<file path="src/rtl/irqcol_pkg.sv">
package irqcol_pkg;
    typedef enum logic {
        QUIET  = 1'b0,
        RAISED = 1'b1
    } irq_state_t;
endpackage

</file>
<file path="src/rtl/irqcol_sync.sv">
module irqcol_sync #(
    parameter int W      = 6,
    parameter int STAGES = 2
) (
    input  logic         clk,
    input  logic         rst_n,
    input  logic [W-1:0] din,
    output logic [W-1:0] dout
);
    logic [W-1:0] pipe [STAGES];

    for (genvar g = 0; g < STAGES; g++) begin : g_stage
        if (g == 0) begin : g_first
            always_ff @(posedge clk) begin
                if (!rst_n) pipe[0] <= '0;
                else        pipe[0] <= din;
            end
        end else begin : g_next
            always_ff @(posedge clk) begin
                if (!rst_n) pipe[g] <= '0;
                else        pipe[g] <= pipe[g-1];
            end
        end
    end

    assign dout = pipe[STAGES-1];
endmodule

</file>
<file path="src/rtl/irqcol_edge.sv">
module irqcol_edge #(
    parameter int W = 6
) (
    input  logic         clk,
    input  logic         rst_n,
    input  logic [W-1:0] level,
    output logic [W-1:0] rise
);
    logic [W-1:0] level_d;

    always_ff @(posedge clk) begin
        if (!rst_n) level_d <= '0;
        else        level_d <= level;
    end

    assign rise = level & ~level_d;

    // a rising pulse lasts a single cycle for a steady high level
    p_single_pulse_r9: assert property (@(posedge clk) disable iff (!rst_n)
        1'b1 |=> ((rise & $past(rise)) == '0));
endmodule

</file>
<file path="src/rtl/irqcol_status.sv">
module irqcol_status #(
    parameter int W = 6
) (
    input  logic         clk,
    input  logic         rst_n,
    input  logic [W-1:0] rise,
    input  logic         en_we,
    input  logic [W-1:0] en_wdata,
    output logic [W-1:0] status_q
);
    logic [W-1:0] en_q;
    logic [W-1:0] en_next;

    assign en_next = en_we ? en_wdata : en_q;

    always_ff @(posedge clk) begin
        if (!rst_n) en_q <= '0;
        else        en_q <= en_next;
    end

    for (genvar i = 0; i < W; i++) begin : g_bit
        always_ff @(posedge clk) begin
            if (!rst_n)            status_q[i] <= 1'b0;
            else if (!en_next[i])  status_q[i] <= 1'b0;
            else if (rise[i])      status_q[i] <= 1'b1;
        end
    end

    // no status bit survives while its enable bit is zero
    p_clear_disabled_r4: assert property (@(posedge clk) disable iff (!rst_n)
        1'b1 |=> ((status_q & ~en_q) == '0));

    // a bit can only become set after a detected edge
    p_set_needs_edge_r9: assert property (@(posedge clk) disable iff (!rst_n)
        1'b1 |=> ((status_q & ~$past(status_q) & ~$past(rise)) == '0));

    // set bits stay set while the enable holds and no write clears them
    p_sticky_r8: assert property (@(posedge clk) disable iff (!rst_n)
        (!en_we) |=> ((($past(status_q) & $past(en_q)) & ~status_q) == '0));
endmodule

</file>
<file path="src/rtl/irqcol_fsm.sv">
module irqcol_fsm
    import irqcol_pkg::*;
#(
    parameter int W = 6
) (
    input  logic         clk,
    input  logic         rst_n,
    input  logic [W-1:0] status,
    output logic         irq
);
    irq_state_t state_q;
    irq_state_t state_d;
    logic       any_set;

    assign any_set = |status;

    always_comb begin
        state_d = state_q;
        unique case (state_q)
            QUIET:   if (any_set)  state_d = RAISED;
            RAISED:  if (!any_set) state_d = QUIET;
            default: state_d = QUIET;
        endcase
    end

    always_ff @(posedge clk) begin
        if (!rst_n) state_q <= QUIET;
        else        state_q <= state_d;
    end

    always_comb begin
        irq = (state_q == RAISED);
    end

    // a non-zero status while quiet raises the line next cycle
    p_raise_r6: assert property (@(posedge clk) disable iff (!rst_n)
        (any_set && !irq) |=> irq);

    // line holds while status is non-zero
    p_hold_r7: assert property (@(posedge clk) disable iff (!rst_n)
        (irq && any_set) |=> irq);

    // zero status drops the line next cycle
    p_drop_r7: assert property (@(posedge clk) disable iff (!rst_n)
        (!any_set) |=> !irq);
endmodule

</file>
<file path="src/rtl/edge_irq_collector.sv">
module edge_irq_collector #(
    parameter int N_SRC       = 6,
    parameter int SYNC_STAGES = 2
) (
    input  logic             clk,
    input  logic             rst_n,
    input  logic [N_SRC-1:0] src_in,
    input  logic             en_we,
    input  logic [N_SRC-1:0] en_wdata,
    output logic [N_SRC-1:0] status_out,
    output logic             irq_out
);
    logic [N_SRC-1:0] src_sync;
    logic [N_SRC-1:0] src_rise;

    irqcol_sync #(.W(N_SRC), .STAGES(SYNC_STAGES)) u_sync (
        .clk   (clk),
        .rst_n (rst_n),
        .din   (src_in),
        .dout  (src_sync)
    );

    irqcol_edge #(.W(N_SRC)) u_edge (
        .clk   (clk),
        .rst_n (rst_n),
        .level (src_sync),
        .rise  (src_rise)
    );

    irqcol_status #(.W(N_SRC)) u_status (
        .clk      (clk),
        .rst_n    (rst_n),
        .rise     (src_rise),
        .en_we    (en_we),
        .en_wdata (en_wdata),
        .status_q (status_out)
    );

    irqcol_fsm #(.W(N_SRC)) u_fsm (
        .clk    (clk),
        .rst_n  (rst_n),
        .status (status_out),
        .irq    (irq_out)
    );

    // outputs are clear in the cycle after reset
    p_reset_r1: assert property (@(posedge clk)
        !rst_n |=> (status_out == '0 && !irq_out));
endmodule

</file>
<file path="config.mk">
export PLATFORM = sky130hd
export DESIGN_NAME = edge_irq_collector
export DESIGN_NICKNAME = d
export VERILOG_FILES = /design/src/rtl/irqcol_pkg.sv /design/src/rtl/irqcol_sync.sv /design/src/rtl/irqcol_edge.sv /design/src/rtl/irqcol_status.sv /design/src/rtl/irqcol_fsm.sv /design/src/rtl/edge_irq_collector.sv
export SDC_FILE = /design/constraint.sdc
export NUM_CORES = 1
export LEC_CHECK = 0
export BUFFER_PORTS_ARGS = -buffer_cell sky130_fd_sc_hd__buf_2
export CORE_MARGIN = 2
export CORE_UTILIZATION = 48
export DETAILED_ROUTE_END_ITERATION = 10
export PLACE_DENSITY = 0.72
export SYNTH_ARGS = -nofsm -noshare
export SYNTH_HDL_FRONTEND = slang
export SYNTH_SLANG_ARGS = --single-unit
</file>
<file path="constraint.sdc">
create_clock -name clk -period 2.2 [get_ports clk]
set_clock_uncertainty 0.2 [all_clocks]
set_input_delay 0.22 -clock clk [delete_from_list [all_inputs] [get_ports clk]]
set_output_delay 0.22 -clock clk [all_outputs]
set_load 0.05 [all_outputs]
</file>
-- After elaboration in Yosys (flattened, before gate mapping)
Memory sizes are Yosys's and may differ from the RTL's.
Index checks and enable logic that the tools add are counted.
Widths: inputs -> output; s select.
- memories kept: 1
- word-level logic and storage cells: 27
- output and inout bits: 7
- flip-flop bits (word level): 19
- input bits: 15
- latch bits: 0
- memory bits (read-only): 0
- memory bits (writable): 12
- bitwise gates (word level): 4
- $lt $le $gt $ge: 0
- equal/unequal tests: 0
- div/mod/pow operators: 0
- multiplexer cells: 6
- reduce and logical (&&, ||, !) cells: 7
- multiply operators: 0
- shift operators: 0
- add/sub/neg operators: 0
- memory list (memory ; depth ; bits a word ; read ports ; clocked after memory_dff ; write ports ; line ; RTL):
    u_sync.pipe ; 2 ; 6 ; 2 ; 0 ; 2 ; irqcol_sync.sv:10 ; logic [W-1:0] pipe [STAGES];
- operators with widths (cell ; number):
    $mux 6 ; 3
    $reduce_and 2->1 ; 6
    $and 6x6->6 ; 1
    $not 6->6 ; 1
    $reduce_or 6->1 ; 1
    $mux 1 ; 3
    $or 1x1->1 ; 2

-- Logic depth before layout (Yosys ltp)
Gate-level depths: netlist of the first run.
- word-level depth: 2
- mapped depth: 3
- gate-level depth less buffers: 2

-- Cells and area by module
From an unflattened synthesis of the first run, not the netlist that was laid out.
- cells, all modules: 84
- area, all modules: 974.7 sq um
- modules (own cells, without submodules) (module ; sequential area each (sq um) ; instances ; area each (sq um) ; cells an instance):
    irqcol_status ; 240.2 ; 1 ; 406.6 ; 38
    irqcol_sync ; 240.2 ; 1 ; 336.6 ; 25
    irqcol_edge ; 120.1 ; 1 ; 195.2 ; 18
    irqcol_fsm ; 20.0 ; 1 ; 36.3 ; 3

-- Least setup slack after synthesis of the first run
No wires, ideal clock.
- path type: register to register
- from: reg u_status.status_q[0]
- to: reg u_fsm.state_q, in the netlist u_fsm.irq
- library setup time: 0.127 ns
- required time: 1.873 ns
- setup slack: 0.998 ns
- path buffers: 0
- period minus slack after synthesis: 1.202 ns
- cell stages (with the launch flop): 3
- arrival: 0.875 ns
- path through: dfxtp_1 -> nor4_1 -> a31oi_1
- cells in the longest elaborated chain, start to end: 2
- ends and longest elaborated chain (element ; line ; RTL):
    start: declaration ; irqcol_status.sv:9 ; output logic [W-1:0] status_q
    start signal: indexed assignment ; irqcol_status.sv:23 ; if (!rst_n) status_q[i] <= 1'b0;
    start signal: indexed assignment ; irqcol_status.sv:24 ; else if (!en_next[i]) status_q[i] <= 1'b0;
    start signal: indexed assignment ; irqcol_status.sv:25 ; else if (rise[i]) status_q[i] <= 1'b1;
    $reduce_or 6->1 ; irqcol_fsm.sv:15 ; assign any_set = |status;
    $mux 1 ; irqcol_fsm.sv:20, irqcol_fsm.sv:21 ;
    end signal: assignment ; irqcol_fsm.sv:28 ; else state_q <= state_d;
    end: declaration ; irqcol_fsm.sv:11 ; irq_state_t state_q;
Every way passes these cells.
A chain may end at the register's enable or synchronous reset.

-- Worst setup path after layout of the first run
- from: reg u_status.status_q[5]
- to: out status_out[5]
- RTL lines (element ; line ; RTL):
    end: declaration ; edge_irq_collector.sv:10 ; output logic [N_SRC-1:0] status_out,
No word-level cell between the ends.

==> results.yml, run 1 <==
status:
  status: "finished, final reports clean"
clock_network:
  clock_sinks: 31
  post_cts_resized: 0
  cts_post_setup_buffers_inserted: 0
  path_clk_slew_ns: 0.09
  clkLatencyLatePin_ns: 0.32
  cts-root-buf: "clkbuf_4"
  numCtsBuffers: 5
  clockBufferDepth: 2
  postCtsHoldBufs: 12
  cts_tree: "built"
  h-tree-depth: 2
setup_path:
  crit_path_start_kind: "flop"
  critical_path_class: "flop to output port"
  cp.required_ns: 1.78
  worstPathArrival_ns: 0.97
  crit_chain: "buf_2"
  critPathCaptureType: "output port"
  reg2regPathDepth: 2
  critPathBufInv: 1
  critPathSlowestCell: "dfxtp_1"
  cp.depth: 1
  rrSetupSlack_ns: 1.16
  crit_family: "flip-flops"
  critical_path.max_stage_delay_ns: 0.37
  crit_fanout: 3
floorplanning:
  die_x_um: 49.2
  io_pins: 22
  start_util_pct: 50.5
  die_h_um: 49.2
  core-area_mm2: 0.00194
  core.rowCount: 16
  dieArea_mm2: 0.00242
routing:
  wl_per_cell_um: 9.83
  drc: 0
  first_pass_iters: 3
  vias: 656
  postRouteAntennaNets: 0
  via_per_inst: 4.37
  wirelength_mm: 1.47
  drt_iter0_drc: 7
global_route:
  grt-ovfl-total: 0
  grt_pass1_wl_mm: 2.66
  grt_max_degree: 20
  grt_pass1_vias: 653
  track_usage_pct: 15.2
  antenna_found_initial: 0
logic_synthesis:
  synth-seq-area-share_pct: 63.3
  synth-edff-count: 0
  syn_area_um2: 980
  post-synth-top-area-cell: "dfxtp_1"
  yosys-top-cells-area: "dfxtp_1 (63%), and2_1 (11%), mux2i_1 (6.1%)"
  syn_nets: 100
  postSynth.asyncResetShare_pct: 0
  synthTopCellsByCount: "dfxtp_1 (31), and2_1 (18)"
  ys_seq_elements: 31
  synth-main-ff-cell: "dfxtp_1"
  synth_top_area_share_pct: 63.3
  yosysUniqueCellTypes: 13
  avgSynthCellArea_um2: 11.5
  yosysMostFrequentCell: "dfxtp_1"
  ys_warn_count: 0
  synthCells: 85
place:
  hpwl_um: 909
  io_buffers: 21
  gp_congestion: 0.653
timing:
  maxSlewHeadroom_pct: 83.4
  drv_slew: 0
  final-setup-viol-count: 0
  timing.final.crit_period_ns: 1.39
  fin_crit_sh_pct: 63.1
  worst_slew_pin_slew_ns: 0.243
  fin_setup_tns_ns: 0
  rsz0062_at_grt: "no"
  hold_viol: 0
  max_freq_mhz: 721
cells_and_area:
  regArea_um2: 621
  multiInputGateArea_um2: 305
  drive_above_1_share_pct: 26.0
  area_growth_pct: 30.7
  n_antenna_cell: 0
  fillers: 165
  layout.nets: 137
worst_hold_path:
  hold_class: "input pin to flop"
  hold_depth: 2
power:
  p_total_uw: 1030
  power.density_mw_per_mm2: 804
  p_leak_uw: 0.000556
  ir_worst_vdd_uv: 447
job:
  maxCapViolations: 0
## where the power goes
part	switching, uW	internal (uW)	leakage, uW
combinational	38.3	41.2	0.000263
sequential	6.24	583	0.000254
clock	173	188	0.0000386
total	218	812	0.000556
## sequential cells by signal, summed over array words and instances (netlist names)
signal / cells
u_edge.level_d: 6
u_sync.pipe: 12
u_status.en_q: 6
u_fsm.irq: 1
u_status.status_q: 6
## logic make-up after synthesis
| family | after synthesis | share of synthesized area [%] |
|---|---|---|
| mux | 6 | 6.13 |
| compound gates | 7 | 6.77 |
| buf+inv | 10 | 5.49 |
| simple gates | 31 | 18.3 |
| flops | 31 | 63.3 |
## metal layers
layer	up-vias	part of all wire (%)	global-route usage (%)	wire, um
li1	343	-	-	-
met1	284	46	15.9	672
met2	24	45	24.3	667
met3	5	6.9	6.75	102
met4	0	2.1	10.0	31
met5	-	0	0	0
## layout make-up
class                           count  share of cell area, %
Timing Repair Buffer               33                   17.6
Inverter                            7                   2.05
Tap cell                           27                   2.64
Sequential cell                    31                   48.5
Clock buffer                        8                   5.38
Multi-Input combinational cell     44                   23.9
## layout by cell type, fill, tap and decap left out
cell type and n:
a211oi_1 3, a211oi_2 3, a31oi_1 1, and2_1 18, buf_2 21, clkbuf_1 1, clkbuf_4 5, clkbuf_8 2
dfxtp_1 31, dlygate4sd3_1 12, inv_1 6, inv_2 1, mux2i_1 6, nand2b_1 6, nor2_1 6, nor4_1 1
## worst paths after layout
| path | from | to |
|---|---|---|
| worst max-delay path | u_status.status_q[5] | status_out[5] |
| worst max register to register | u_status.status_q[0] | u_fsm.irq |
| worst min-delay path | rst_n | u_edge.level_d[5] |
| worst min register to register | u_sync.pipe[0][2] | u_sync.pipe[1][2] |
## per-stage QoR
step                      utilization [%]  setup slack (ns)  cell area, um2  cells  hold slack [ns]
final                                65.9             0.812            1280    150           0.0828
after floorplan                         -             0.998             980     85            0.142
after global routing                 65.9             0.776            1280    150           0.0816
after detailed placement             56.2              1.06            1090    130            0.217
after CTS                            65.9             0.800            1280    150           0.0802
after global placement               56.2              1.10            1090    130            0.213
(Power assumes the default switching activity.)
==> run 2: changes to the inputs <==
Settings changed: CORE_UTILIZATION 48 to 45, PLACE_DENSITY 0.72 to 0.71.
Clock period 2.2 ns to 1.1 ns, I/O delays scaled along.
==> results.yml, run 2 (synthesized netlist as in run 1, its figures left out) <==
status:
  status: "finished, violations left"
  violations: "hold timing, setup timing"
setup_path:
  critical_path_class: "flop to output port"
  worstPathArrival_ns: 0.85
  critPathCaptureType: "output port"
  crit_chain: "buf_8"
  critPathBufInv: 1
  critPathSlowestCell: "dfxtp_4"
  critical_path.max_stage_delay_ns: 0.39
  cp.required_ns: 0.79
  crit_path_start_kind: "flop"
  crit_fanout: 3
  crit_family: "flip-flops"
timing:
  hold_viol: 18
  fin_ws_ns: -0.0599
  whs_ns: -0.0277
  worst_slew_pin_slew_ns: 0.246
  max_freq_mhz: 862
  maxSlewHeadroom_pct: 83.1
  drv_slew: 0
  final-setup-viol-count: 8
  fin_crit_sh_pct: 105
  timing.final.crit_period_ns: 1.16
  fin_setup_tns_ns: -0.224
  rsz0062_at_grt: "yes"
clock_network:
  clkLatencyLatePin_ns: 0.32
  clockBufferDepth: 2
  cts_tree: "built"
  h-tree-depth: 2
  cts-root-buf: "clkbuf_4"
  clock_sinks: 31
  numCtsBuffers: 5
  postCtsHoldBufs: 12
  path_clk_slew_ns: 0.09
routing:
  wl_per_cell_um: 11.2
  drt_iter0_drc: 1
  via_per_inst: 4.44
  postRouteAntennaNets: 0
  wirelength_mm: 1.71
  vias: 675
  drc: 0
  first_pass_iters: 2
global_route:
  grt_pass1_wl_mm: 2.79
  antenna_found_initial: 0
  grt-ovfl-total: 0
  grt_pass1_vias: 700
  grt_max_degree: 20
  track_usage_pct: 15.5
power:
  power.density_mw_per_mm2: 1500
  p_total_uw: 2080
  ir_worst_vdd_uv: 948
  p_leak_uw: 0.000587
cells_and_area:
  largest_register_ff_count: 12
  area_growth_pct: 41.1
  largest-register: "u_sync.pipe"
  n_antenna_cell: 0
  instances_no_fill: 152
  layout.nets: 139
  drive_above_1_share_pct: 33.6
  final_common_cell: "dfxtp_1"
  layout_common_cells: "dfxtp_1 (24), and2_1 (18), buf_2 (14)"
floorplanning:
  start_util_pct: 48.9
  io_pins: 22
  dieArea_mm2: 0.00257
  die_x_um: 50.7
  core.rowCount: 16
  die_h_um: 50.7
  core-area_mm2: 0.00200
place:
  gp_congestion: 0.709
  io_buffers: 21
  dp_cells: 130
  hpwl_um: 992
worst_hold_path:
  hold_class: "input pin to flop"
job:
  maxCapViolations: 0
-- run 2: layout make-up --
cell class | instances | area (um2)
Clock buffer | 8 | 68.8
Timing Repair Buffer | 35 | 299
Inverter | 7 | 26.3
Sequential cell | 31 | 634
Tap cell | 27 | 33.8
Fill cell | 137 | 619
Multi-Input combinational cell | 44 | 320
-- run 2: per-stage QoR --
stage | utilization (%) | setup WS (ns) | instance area (um2)
2_1_floorplan | - | 0.00466 | 987
3_3_place_gp | 54.9 | 0.114 | 1100
3_5_place_dp | 54.9 | 0.0166 | 1100
4_1_cts | 68.1 | -0.0538 | 1360
5_1_grt | 69.1 | -0.0898 | 1380
6_report | 69.1 | -0.0599 | 1380
-- run 2: report_power, final --
part           switching [uW]  leakage (uW)  total [uW]  internal, uW
Combinational            79.8      0.000290         175          95.0
Sequential               15.8      0.000258        1180          1160
Clock                     349     0.0000386         724           376
Total                     444      0.000587        2080          1630
-- run 2: worst paths after layout --
check                           slack (ns)  cells past startpoint            startpoint                 to
worst max register to register       -0.02                      3  u_status.status_q[4]          u_fsm.irq
worst min-delay path                 -0.03                      2                 rst_n  u_sync.pipe[1][2]
worst min register to register        0.24                      1     u_sync.pipe[0][2]  u_sync.pipe[1][2]
worst max-delay path                 -0.06                      1  u_status.status_q[1]      status_out[1]
-- run 2: routing by layer --
| metal | vias to the layer above | GRT usage [%] | routed length, um |
|---|---|---|---|
| li1 | 351 | - | - |
| met1 | 297 | 14.8 | 697 |
| met2 | 23 | 28.1 | 889 |
| met3 | 4 | 4.46 | 97 |
| met4 | 0 | 10.8 | 21 |
| met5 | - | 0 | 0 |
-- run 2: timing repair --
action / in CTS / in global routing
endpoints found under the hold margin: 29 / 13
buffers inserted: 2 / 0
setup endpoints to repair: 7 / 8
gates resized for setup: 19 / 4
